## src/rtl/tsf_timer_pkg.sv

```systemverilog
package tsf_timer_pkg;
  localparam int unsigned ADDR_W = 2;

  typedef enum logic [ADDR_W-1:0] {
    SEL_STAGE_LO = 2'd0,
    SEL_STAGE_HI = 2'd1,
    SEL_COUNT_LO = 2'd2,
    SEL_COUNT_HI = 2'd3
  } reg_sel_e;
endpackage

```

## src/rtl/tsf_stage.sv

```systemverilog
module tsf_stage
  import tsf_timer_pkg::*;
#(
  parameter int unsigned WORD_W = 32,
  localparam int unsigned CNT_W = 2 * WORD_W
) (
  input  logic              clk_i,
  input  logic              rst_i,
  input  logic              wr_en_i,
  input  logic [ADDR_W-1:0] wr_addr_i,
  input  logic [WORD_W-1:0] wr_data_i,
  output logic              load_o,
  output logic [CNT_W-1:0]  load_val_o
);
  logic [WORD_W-1:0] lo_q;
  logic [WORD_W-1:0] hi_q;
  logic              wr_lo;
  logic              wr_hi;

  assign wr_lo = wr_en_i && (wr_addr_i == SEL_STAGE_LO);
  assign wr_hi = wr_en_i && (wr_addr_i == SEL_STAGE_HI);

  always_ff @(posedge clk_i) begin
    if (rst_i) begin
      lo_q <= '0;
      hi_q <= '0;
    end else begin
      if (wr_lo) lo_q <= wr_data_i;
      if (wr_hi) hi_q <= wr_data_i;
    end
  end

  // Reload fires when the stored top bit is set and this write clears it.
  assign load_o     = wr_hi && hi_q[WORD_W-1] && !wr_data_i[WORD_W-1];
  assign load_val_o = {1'b0, wr_data_i[WORD_W-2:0], lo_q};

  // a write whose data keeps bit 31 set can never trigger a reload
  a_r4_set_msb_no_load: assert property (@(posedge clk_i) disable iff (rst_i)
    (wr_hi && wr_data_i[WORD_W-1]) |-> !load_o);

  // a write to the low stage register is never a reload cycle
  a_r2_low_write_no_load: assert property (@(posedge clk_i) disable iff (rst_i)
    wr_lo |-> !load_o);
endmodule

```

## src/rtl/tsf_counter.sv

```systemverilog
module tsf_counter #(
  parameter int unsigned CNT_W = 64
) (
  input  logic             clk_i,
  input  logic             rst_i,
  input  logic             tick_i,
  input  logic             load_i,
  input  logic [CNT_W-1:0] load_val_i,
  output logic [CNT_W-1:0] cnt_o
);
  logic [CNT_W-1:0] cnt_q;

  always_ff @(posedge clk_i) begin
    if (rst_i)       cnt_q <= '0;
    else if (load_i) cnt_q <= load_val_i;
    else if (tick_i) cnt_q <= cnt_q + 1'b1;
  end

  assign cnt_o = cnt_q;

  // with no reload and no tick the count holds
  a_r1_hold_idle: assert property (@(posedge clk_i) disable iff (rst_i)
    (!load_i && !tick_i) |=> $stable(cnt_o));

  // a reload wins over a simultaneous tick
  a_r6_load_priority: assert property (@(posedge clk_i) disable iff (rst_i)
    (load_i && tick_i) |=> (cnt_o == $past(load_val_i)));
endmodule

```

## src/rtl/tsf_readback.sv

```systemverilog
module tsf_readback
  import tsf_timer_pkg::*;
#(
  parameter int unsigned WORD_W = 32,
  localparam int unsigned CNT_W = 2 * WORD_W
) (
  input  logic              clk_i,
  input  logic              rst_i,
  input  logic              rd_en_i,
  input  logic [ADDR_W-1:0] rd_addr_i,
  input  logic [CNT_W-1:0]  cnt_i,
  output logic [WORD_W-1:0] rd_data_o
);
  logic [WORD_W-1:0] snap_hi_q;
  logic [WORD_W-1:0] rd_q;

  always_ff @(posedge clk_i) begin
    if (rst_i) begin
      snap_hi_q <= '0;
      rd_q      <= '0;
    end else if (rd_en_i) begin
      unique case (reg_sel_e'(rd_addr_i))
        SEL_COUNT_LO: begin
          rd_q      <= cnt_i[WORD_W-1:0];
          snap_hi_q <= cnt_i[CNT_W-1:WORD_W];
        end
        SEL_COUNT_HI: rd_q <= snap_hi_q;
        default:      rd_q <= '0;
      endcase
    end
  end

  assign rd_data_o = rd_q;

  // read data holds between reads
  a_r7_hold_between_reads: assert property (@(posedge clk_i) disable iff (rst_i)
    !rd_en_i |=> $stable(rd_data_o));
endmodule

```

## src/rtl/tsf_timer.sv

```systemverilog
module tsf_timer
  import tsf_timer_pkg::*;
#(
  parameter int unsigned WORD_W = 32
) (
  input  logic              clk_i,
  input  logic              rst_i,
  input  logic              tick_i,
  input  logic              wr_en_i,
  input  logic [ADDR_W-1:0] wr_addr_i,
  input  logic [WORD_W-1:0] wr_data_i,
  input  logic              rd_en_i,
  input  logic [ADDR_W-1:0] rd_addr_i,
  output logic [WORD_W-1:0] rd_data_o
);
  localparam int unsigned CNT_W = 2 * WORD_W;

  logic             load;
  logic [CNT_W-1:0] load_val;
  logic [CNT_W-1:0] cnt;

  tsf_stage #(.WORD_W(WORD_W)) stage_i (
    .clk_i      (clk_i),
    .rst_i      (rst_i),
    .wr_en_i    (wr_en_i),
    .wr_addr_i  (wr_addr_i),
    .wr_data_i  (wr_data_i),
    .load_o     (load),
    .load_val_o (load_val)
  );

  tsf_counter #(.CNT_W(CNT_W)) counter_i (
    .clk_i      (clk_i),
    .rst_i      (rst_i),
    .tick_i     (tick_i),
    .load_i     (load),
    .load_val_i (load_val),
    .cnt_o      (cnt)
  );

  tsf_readback #(.WORD_W(WORD_W)) readback_i (
    .clk_i     (clk_i),
    .rst_i     (rst_i),
    .rd_en_i   (rd_en_i),
    .rd_addr_i (rd_addr_i),
    .cnt_i     (cnt),
    .rd_data_o (rd_data_o)
  );

  // a low stage write only lets the tick move the count
  a_r2_low_write_keeps_count: assert property (@(posedge clk_i) disable iff (rst_i)
    (wr_en_i && wr_addr_i == SEL_STAGE_LO && !tick_i) |=> $stable(cnt));

  // writes to the read-only count words leave the count alone
  a_r5_ro_write_ignored: assert property (@(posedge clk_i) disable iff (rst_i)
    (wr_en_i && wr_addr_i[1] && !tick_i) |=> $stable(cnt));

  // after a reload the top count bit is zero and the high half matches data[30:0]
  a_r3_reload_shape: assert property (@(posedge clk_i) disable iff (rst_i)
    load |=> (cnt[CNT_W-1] == 1'b0 &&
              cnt[CNT_W-2:WORD_W] == $past(wr_data_i[WORD_W-2:0])));

  // a low word read returns the count as it stood at the read edge
  a_r7_low_read_value: assert property (@(posedge clk_i) disable iff (rst_i)
    (rd_en_i && rd_addr_i == SEL_COUNT_LO) |=> (rd_data_o == $past(cnt[WORD_W-1:0])));
endmodule

```

## config.mk

```make
export PLATFORM = sky130hd
export DESIGN_NAME = tsf_timer
export DESIGN_NICKNAME = d
export VERILOG_FILES = /design/src/rtl/tsf_timer_pkg.sv /design/src/rtl/tsf_stage.sv /design/src/rtl/tsf_counter.sv /design/src/rtl/tsf_readback.sv /design/src/rtl/tsf_timer.sv
export SDC_FILE = /design/constraint.sdc
export NUM_CORES = 1
export LEC_CHECK = 0
export BUFFER_PORTS_ARGS = -buffer_cell sky130_fd_sc_hd__buf_2
export CORE_ASPECT_RATIO = 0.75
export CORE_UTILIZATION = 40
export CTS_CLUSTER_SIZE = 25
export DETAILED_ROUTE_END_ITERATION = 8
export PLACE_DENSITY_LB_ADDON = 0.05
export SYNTH_ARGS = -nofsm -noshare
export SYNTH_HDL_FRONTEND = slang
export SYNTH_SLANG_ARGS = --single-unit
export TNS_END_PERCENT = 10
```

## constraint.sdc

```tcl
create_clock -name clk_i -period 6.4 [get_ports clk_i]
set_input_delay 0.64 -clock clk_i [delete_from_list [all_inputs] [get_ports clk_i]]
set_output_delay 0.64 -clock clk_i [all_outputs]
set_load 0.02 [all_outputs]
```

; ---- Word level (Yosys, flattened, before mapping)
; Index checks and enable logic that the tools add are counted.
[word_totals]
n_memories = 0
rom_bits = 0
ram_bits = 0
inputBits = 41
latchBits = 0
regBits = 192
[classes]
n_shift = 0
n_reduce_logical = 9
multipliers = 0
bitwise = 0
n_addsub = 1
muxes = 3
n_eq_ne = 3
magnitude_cmp = 0
n_div = 0
[op_table]
columns = operator, n
row1 = 63-bit two-way mux, 2
row2 = "64-bit by 1-bit adder with 64-bit output, second input constant", 1
row3 = 32-bit case mux with 2 select lines, 1
row4 = "2-bit equality test, second input constant", 2
row5 = 1-bit logical AND, 4
row6 = "2-bit by 1-bit equality test with 1-bit output, second input constant", 1
row7 = 2-bit zero test, 1
row8 = 2-bit AND reduction, 1
row9 = 2-bit nonzero test, 1
row10 = 2-bit OR reduction, 1
row11 = 1-bit zero test, 1

; ---- Longest topological paths before layout
; Gate-level depths: netlist of run 1.
[depth]
depth_word = 5
mapped_depth = 7
ltp_nobuf = 6

; ---- By module
; Synthesis of run 1 repeated with hierarchy kept, for this count alone.
[hier_totals]
cells_unflattened = 906
hier_area_um2 = 8274.2
[modules_own_cells]
columns = module, area_each_um2, n_inst, cells_each, seq_area_each_um2
row1 = tsf_counter, 3764.9, 1, 480, 1281.2
row2 = tsf_readback, 2740.1, 1, 248, 1281.2
row3 = tsf_stage, 1769.2, 1, 178, 660.6

; ---- Worst setup path before layout of run 1
; OpenSTA, ideal clock, no wires.
[synth_path]
kind = input -> register
startpoint = input tick_i
endpoint = register counter_i.cnt_q[39] (netlist: counter_i.cnt_o[39])
path_stages = 7
required_time_ns = 6.309
setup_ns = 0.091
arrival_ns = 2.264
slack_ns = 4.045
path_cell_list = and3_1 -> clkbuf_2 -> nand4_1 -> or4_1 -> buf_2 -> or4_1 -> a311oi_1
[synth_via]
elab_chain_cells = 1
[synth_lines]
columns = item, line
row1 = "start, declared", tsf_timer.sv:8  ; input logic tick_i,
row2 = 2-bit nonzero test (no line), --
row3 = "end signal, assigned", tsf_counter.sv:15  ; else if (load_i) cnt_q <= load_val_i;
row4 = "end signal, assigned", tsf_counter.sv:16  ; else if (tick_i) cnt_q <= cnt_q + 1'b1;
row5 = "end, declared", tsf_counter.sv:11  ; logic [CNT_W-1:0] cnt_q;
; Every way passes these cells.
; A chain may end at the register's enable or synchronous reset.

; ---- Final worst setup path of run 1
[layout_path]
startpoint = register counter_i.cnt_q[28] (netlist: counter_i.cnt_o[28])
endpoint = register counter_i.cnt_q[61] (netlist: counter_i.cnt_o[61])
[layout_via]
elab_chain_cells = 3
[layout_lines]
columns = item, line
row1 = 64-bit by 1-bit adder with 64-bit output, tsf_counter.sv:16
row2 = 63-bit two-way mux, tsf_counter.sv:16
row3 = 63-bit two-way mux, tsf_counter.sv:15
; Every way passes these cells. The select of a mux whose other input is x is not followed.

==> results of run 1 <==
-- per-layer routing --
layer  track usage  share of wire  wire length (um)
met4        0.0649          0.010               232
met2         0.337           0.40              9090
met1         0.367           0.54             12100
met3        0.0485          0.049              1100
met5             0              0                 0
-- cells by family after synthesis --
family                     synth area share
and+or+nand+nor                       0.294
AOI/OAI and AO/OA                     0.151
DFF                                   0.427
buffers and inverters                0.0416
xor gates and xnor gates             0.0371
muxes                                0.0474
adders and majority gates           0.00166
-- worst register-to-register path, delay by kind of cell (launching register included) --
family | cells | cell delay, ns
AND/OR/NAND/NOR | 4 | 1.97
flip-flops | 1 | 0.51
AO/OA/AOI/OAI | 1 | 0.25
-- state kept, by name (all words and copies together), names as in the netlist --
signal and cells:
stage_i.hi_q 1, stage_i.lo_q 32, counter_i.cnt_o 64, readback_i.rd_data_o 32
readback_i.snap_hi_q 32
-- final cells by class --
class	count	share of cell area
repair buffers	80	0.0490
multi-input cells	704	0.467
well taps	247	0.0358
clock inverters	15	0.0212
clock buffers	17	0.0493
inverters	8	0.00348
flip-flops and latches	161	0.374
-- worst min-delay path by stage --
stage                                                  to                                   from  slack (ns)  cells after the start
global placement    readback_i.snap_hi_q[24]$_SDFFE_PP0P_  readback_i.snap_hi_q[24]$_SDFFE_PP0P_        0.44                      2
finish                       stage_i.lo_q[6]$_SDFFE_PP0P_                           wr_data_i[6]        0.45                      3
detailed placement  readback_i.snap_hi_q[19]$_SDFFE_PP0P_  readback_i.snap_hi_q[19]$_SDFFE_PP0P_        0.45                      2
floorplan                 counter_i.cnt_o[8]$_SDFFE_PP0P_           stage_i.lo_q[8]$_SDFFE_PP0P_        0.43                      2
global route                stage_i.lo_q[12]$_SDFFE_PP0P_                          wr_data_i[12]        0.44                      3
CTS                         stage_i.lo_q[28]$_SDFFE_PP0P_                          wr_data_i[28]        0.44                      3
-- power breakdown --
group	switching (mW)	internal, mW	leakage (nW)
Combinational	0.0629	0.0276	1.53
Clock	0.451	0.618	0.292
Sequential	0.00884	1.01	1.30
Total	0.523	1.66	3.12
-- cells in the mapped netlist (15+ instances only) --
library cell,number,area share
dfxtp_1,161,0.43
nand2_1,154,0.077
a21oi_1,98,0.065
nor2_1,97,0.048
clkbuf_1,58,0.029
nand3_1,46,0.031
nor2b_1,33,0.027
a211oi_1,32,0.032
mux2_2,30,0.045
nand4_1,28,0.023
xor2_1,22,0.026
a311oi_1,20,0.023
and3_1,15,0.012
or4_1,15,0.015
==> summary.md, run 1 <==
| Metric | Value |
|---|---|
| Worst Path Arrival | between 3 and 4 ns |
| Clk_lat worst skew | roughly 0.43 ns |
| CTS clk-pin slew, worst paths | about 0.07 ns |
| Mapped cell area | 7550 um2 |
| Die width | ~160 um |
| Reg area | approximately 3200 um2 |
| Critical Path RT | ~6.8 ns |
| Crit. Startpoint | counter_i.cnt_o[28]$_SDFFE_PP0P_ |
| Gpl congestion | 0.778 |
| CP Launch Type | flip-flop |
| Post-synth EDFFs | 0 |
| Crit path time final | ~2.8 ns |
| Sequential share of the synthesized area | 0.427 |
| Via/cell ratio | roughly 5.5 |
| Slew Limit Fails | 0 |
| Worst Setup End Kind | flip-flop |
| # placed instances | 1200 |
| Tightest Pin Transition | ~1.3 ns |
| Async S/R FF share, synth | 0 |
| Final Hold Fails | 0 |
| Number of global-route vias before repair | roughly 6200 |
| Crit-path cells | nand3_1 > nor4_1 > nand4_1 > or4_1 > a311oi_1 |
| Most common cell after layout, fill and taps aside | dfxtp_1 |
| Ys flop type | dfxtp_1 |
| Die area | 19400 um2 |
| Largest delay share family, worst path | simple AND/OR/NAND/NOR gates |
| Largest net degree at the start of global routing | 101 |
| Post-Route Utilization | 0.467 |
| Post-DP HPWL | 15000 um |
| Netlist cell types | just under 50 |
| Tcrit/Tclk final | 0.440 |
| Pwr Total | 2.18 mW |
| Global-route wire length before repair | approximately 36000 um |
| Clock sinks | 161 |
| Setup WS pre-CTS | around 3.4 ns |
| CTS tree | yes |
| Syn_nets | just under 1000 |
| Fin worst setup slack | 3.58 ns |
| R2R setup slack | roughly 3.6 ns |
| GR Util All Layers | 0.241 |
| Stages on the worst setup path | 5 |
| Yosys reg bits | 161 |
| Drt pass-1 iters | 5 |
| Non-Filler Instances | about 1200 |
| Total length of routed wires | about 23000 um |
| CTS resizes | 0 |
| DP Area | 8020 um2 |
| Power Density | 253 nW/um2 |
| Clk buf depth | 2 |
| Most frequent cells in the layout | 161 x dfxtp_1, 154 x nand2_1, 98 x a21oi_1 |
| CP max-delay cell | nor4_1 |
| Area grow syn2layout | 14.3% |
| Setup-violating endpoint count in the final report | 0 |
| WS Path Type | reg -> reg |
| Area of the multi-input gates | between 4000 and 5000 um2 |
| Worst-case reg-to-reg path depth | 5 |
| Syn Inst Count | 940 |
| Detailed-route via count | around 6700 |
| IO buf count | 72 |
| Core Area | roughly 18000 um2 |
| IO Pins | 73 |
| H-tree lvl count | 4 |
| Post-CTS Setup Bufs | 0 |
| Worst Setup EP | counter_i.cnt_o[61]$_SDFFE_PP0P_ |
| Initial antenna violation count | 0 |
| Critical path's largest stage delay | around 0.64 ns |
| Initial drt markers | slightly above 500 |
| FF-to-FF End | counter_i.cnt_o[61]$_SDFFE_PP0P_ |
| Synthesized area per cell | between 8 and 9 um2 |
| FMAX | around 0.35 GHz |
| RSZ-0062 raised after global routing | false |
| Buf/Inv on CP | 0 |
| Worst VDD drop | 0.000118 V |
| Layout cells sized above 1 | 0.161 |
| CTS buffer count | 17 |
| Crit Path Max Fanout | 9 |
| Clock Tree Root | clkbuf_16 |
| Final hold slack | about 0.45 ns |
| Startpoint of the worst register-to-register path | counter_i.cnt_o[28]$_SDFFE_PP0P_ |
| DIE HEIGHT | about 120 um |
| Worst min path class | in -> reg |
| NumNets Final | 1014 |
| Worst Skew | between 0.01 and 0.015 ns |
| Max cap viols | 0 |
| Gr ovfl total | 0 |
| DR DRC count | 0 |
| Slew headroom | 0.116 |
| Final setup TNS | 0 ns |
| Run status | completed |
| Row count | between 40 and 50 |
| Final instance area | between 8000 and 9000 um2 |
| Mean routed wirelength per cell | 18.3 um |
| Fillers | roughly 1900 |
| Pleak | between 3 and 4 nW |
| Hold-fix buffer count after cts | 0 |
| Starting Density | 0.409 |
| Routed Antenna Nets | 0 |
| N_diodes | 0 |
| Yosys warning total | 0 |
Note: power is estimated with default switching activity, not from simulation.
==> run 2, diff against run 1 <==
clock period = 2.4 ns   (was 6.4 ns; I/O delays follow)
==> run 2 against run 1 <==
  * Maximum frequency increased by 25%
  * Count of clock-buffer cells in the layout increased by 2
  * Wire length increased by 2.6%
  * Sequential power increased to 2.7 times the previous value
  * Die area unchanged
  * Combinational power increased to 2.9 times the previous value
  * First-iteration DRC count increased by 13%
  * Via count increased by 3.0%
  * Worst hold slack got worse by 0.39 ns
  * Critical path depth increased by 2
  * Power increased to 2.6 times the previous value
==> summary.md, run 2 (same netlist as run 1, synthesis figures left out) <==
| Metric | Value |
|---|---|
| Routed Antenna Nets | 0 (unchanged) |
| DP Area | 8440 um2 (+5.3%) |
| Clk network pwr share | 0.482 (-0.008) |
| Max cap viols | 0 (unchanged) |
| Slew headroom | 0.412 (+0.296) |
| Buf/Inv on CP | 2 (+2) |
| Final setup TNS | 0 ns (unchanged) |
| Setup-violating endpoint count in the final report | 0 (unchanged) |
| Tightest Pin Transition | 0.882 ns (-0.432 ns) |
| Clock Tree Root | clkbuf_16 |
| FMAX | 0.443 GHz (+25%) |
| IO Pins | 73 (unchanged) |
| Worst VDD drop | 0.000339 V (+190%) |
| Internal Power | 4.36 mW (+160%) |
| Critical Path RT | 2.74 ns (-4.01 ns) |
| Clk_lat worst skew | 0.43 ns (about the same) |
| GR Util All Layers | 0.246 (+0.00461) |
| Detailed-route via count | 6917 (+3.0%) |
| Max FFs per register | 64 (unchanged) |
| Slew Limit Fails | 0 (unchanged) |
| Initial antenna violation count | 0 (unchanged) |
| Fillers | 1855 (-1.6%) |
| Worst min path class | in -> reg |
| CTS tree | yes |
| IO buf count | 72 (unchanged) |
| Row count | 43 (unchanged) |
| Most frequent cells in the layout | 161 x dfxtp_1, 154 x nand2_1, 98 x a21oi_1 |
| Core Area | 18500 um2 (unchanged) |
| DIE HEIGHT | 121 um (unchanged) |
| Crit-path cells | nand4_1 > nor4_1 > buf_4 > nand4_1 > buf_4 > or4_1 > a311oi_1 |
| NumNets Final | 1066 (+5.1%) |
| Hold-fix buffer count after cts | 0 (unchanged) |
| WS Path Type | reg -> reg |
| CTS buffer count | 17 (unchanged) |
| Final instance area | 9050 um2 (+4.9%) |
| Global-route wire length before repair | 36500 um (+1.7%) |
| Most common cell after layout, fill and taps aside | dfxtp_1 |
| Via/cell ratio | 5.39 (-1.2%) |
| Clock sinks | 161 (unchanged) |
| Largest delay share family, worst path | simple AND/OR/NAND/NOR gates |
| Power Density | 636 nW/um2 (+150%) |
| CP Launch Type | flip-flop |
| Initial drt markers | 569 (+13%) |
| Worst Path Arrival | 2.59 ns (-0.57 ns) |
| Mean routed wirelength per cell | 18.0 um (-1.6%) |
| Critical path's largest stage delay | 0.41 ns (-0.23 ns) |
| Gpl congestion | 0.863 (+11%) |
| Total length of routed wires | 23100 um (+2.6%) |
| Crit Path Max Fanout | 8 (-1) |
| Worst Setup End Kind | flip-flop |
| Post-CTS Setup Bufs | 0 (unchanged) |
| Clk buf depth | 2 (unchanged) |
| N_diodes | 0 (unchanged) |
| Layout cells sized above 1 | 0.205 (+0.0440) |
| Pleak | 3.38 nW (+8.2%) |
| Die width | 161 um (unchanged) |
| Number of global-route vias before repair | 6388 (+2.3%) |
| Largest net degree at the start of global routing | 65 (-36%) |
| Drt pass-1 iters | 5 (unchanged) |
| Final Hold Fails | 0 (unchanged) |
| Worst Skew | 0.0167 ns (+0.00424 ns) |
| Sw frac | 0.242 (+0.00203) |
| Combinational power share | 0.045 (+0.004) |
| RSZ-0062 raised after global routing | false |
| H-tree lvl count | 4 (unchanged) |
| Gr ovfl total | 0 (unchanged) |
| CP max-delay cell | dfxtp_1 |
| P_sw | 1.39 mW (+170%) |
| Crit path time final | 2.26 ns (-0.560 ns) |
| CTS clk-pin slew, worst paths | 0.07 ns (about the same) |
| Die area | 19400 um2 (unchanged) |
| Tcrit/Tclk final | 0.941 (+0.500) |
| DR DRC count | 0 (unchanged) |
| Starting Density | 0.409 (unchanged) |
| Sequential share of power | 0.473 (+0.005) |
| Post-DP HPWL | 16500 um (+10%) |
| Area grow syn2layout | 19.9% |
| Run status | completed |
run 2: cell type report:
cell class | count | area (um2) | area share
clock buffers | 19 | 443 | 0.0490
clock inverters | 13 | 151 | 0.0167
inverters | 8 | 30.0 | 0.00332
multi-input cells | 704 | 4040 | 0.447
flip-flops and latches | 161 | 3220 | 0.356
well taps | 247 | 309 | 0.0342
repair buffers | 132 | 851 | 0.0940
run 2: path summary, 6_finish.rpt:
| check | from | end | slack [ns] | cells after the start |
|---|---|---|---|---|
| worst max-delay path | counter_i.cnt_o[26]$_SDFFE_PP0P_ | counter_i.cnt_o[61]$_SDFFE_PP0P_ | 0.14 | 7 |
| worst max register to register | counter_i.cnt_o[26]$_SDFFE_PP0P_ | counter_i.cnt_o[61]$_SDFFE_PP0P_ | 0.14 | 7 |
| worst min-delay path | wr_data_i[6] | stage_i.lo_q[6]$_SDFFE_PP0P_ | 0.06 | 3 |
| worst min register to register | stage_i.lo_q[8]$_SDFFE_PP0P_ | counter_i.cnt_o[8]$_SDFFE_PP0P_ | 0.45 | 2 |
run 2: power groups by stage:
stage	Sequential [mW]	Clock, mW	Combinational (mW)
after detailed placement	2.78	0	0.260
after CTS	2.72	2.82	0.260
after global routing	2.72	2.92	0.285
final	2.72	2.77	0.259
after global placement	2.78	0	0.259
after floorplan	2.78	0	0.148
run 2: per-stage QoR:
step                      hold slack, ns  setup WS, ns  total power, mW  cells  utilization
final                             0.0577         0.142             5.76   1284        0.490
after global routing              0.0532       0.00219             5.93   1284        0.490
after detailed placement           0.447       0.00506             3.04   1252        0.457
after floorplan                    0.362         0.215             2.93    940            -
after CTS                         0.0443         0.121             5.80   1284        0.490
after global placement             0.440        0.0294             3.04   1252        0.457
run 2: tightest hold or removal path, stage by stage:
cell,delay [ns]
buf_2,0.10
nand2_1,0.05
a21oi_1,0.05
run 2: per-layer routing:
metal / track usage / vias to the layer above / part of all wire
met3: 0.0461 / 13 / 0.050
met5: 0 / - / 0
met2: 0.340 / 153 / 0.40
li1: - / 3514 / -
met1: 0.384 / 3237 / 0.54
met4: 0.0518 / 0 / 0.0083
run 2: what timing repair did:
action | 4_1_cts | 5_1_grt
endpoints found under the setup margin | 1 | 2
hold endpoints to repair | 0 | 0
resized for setup | 1 | 3
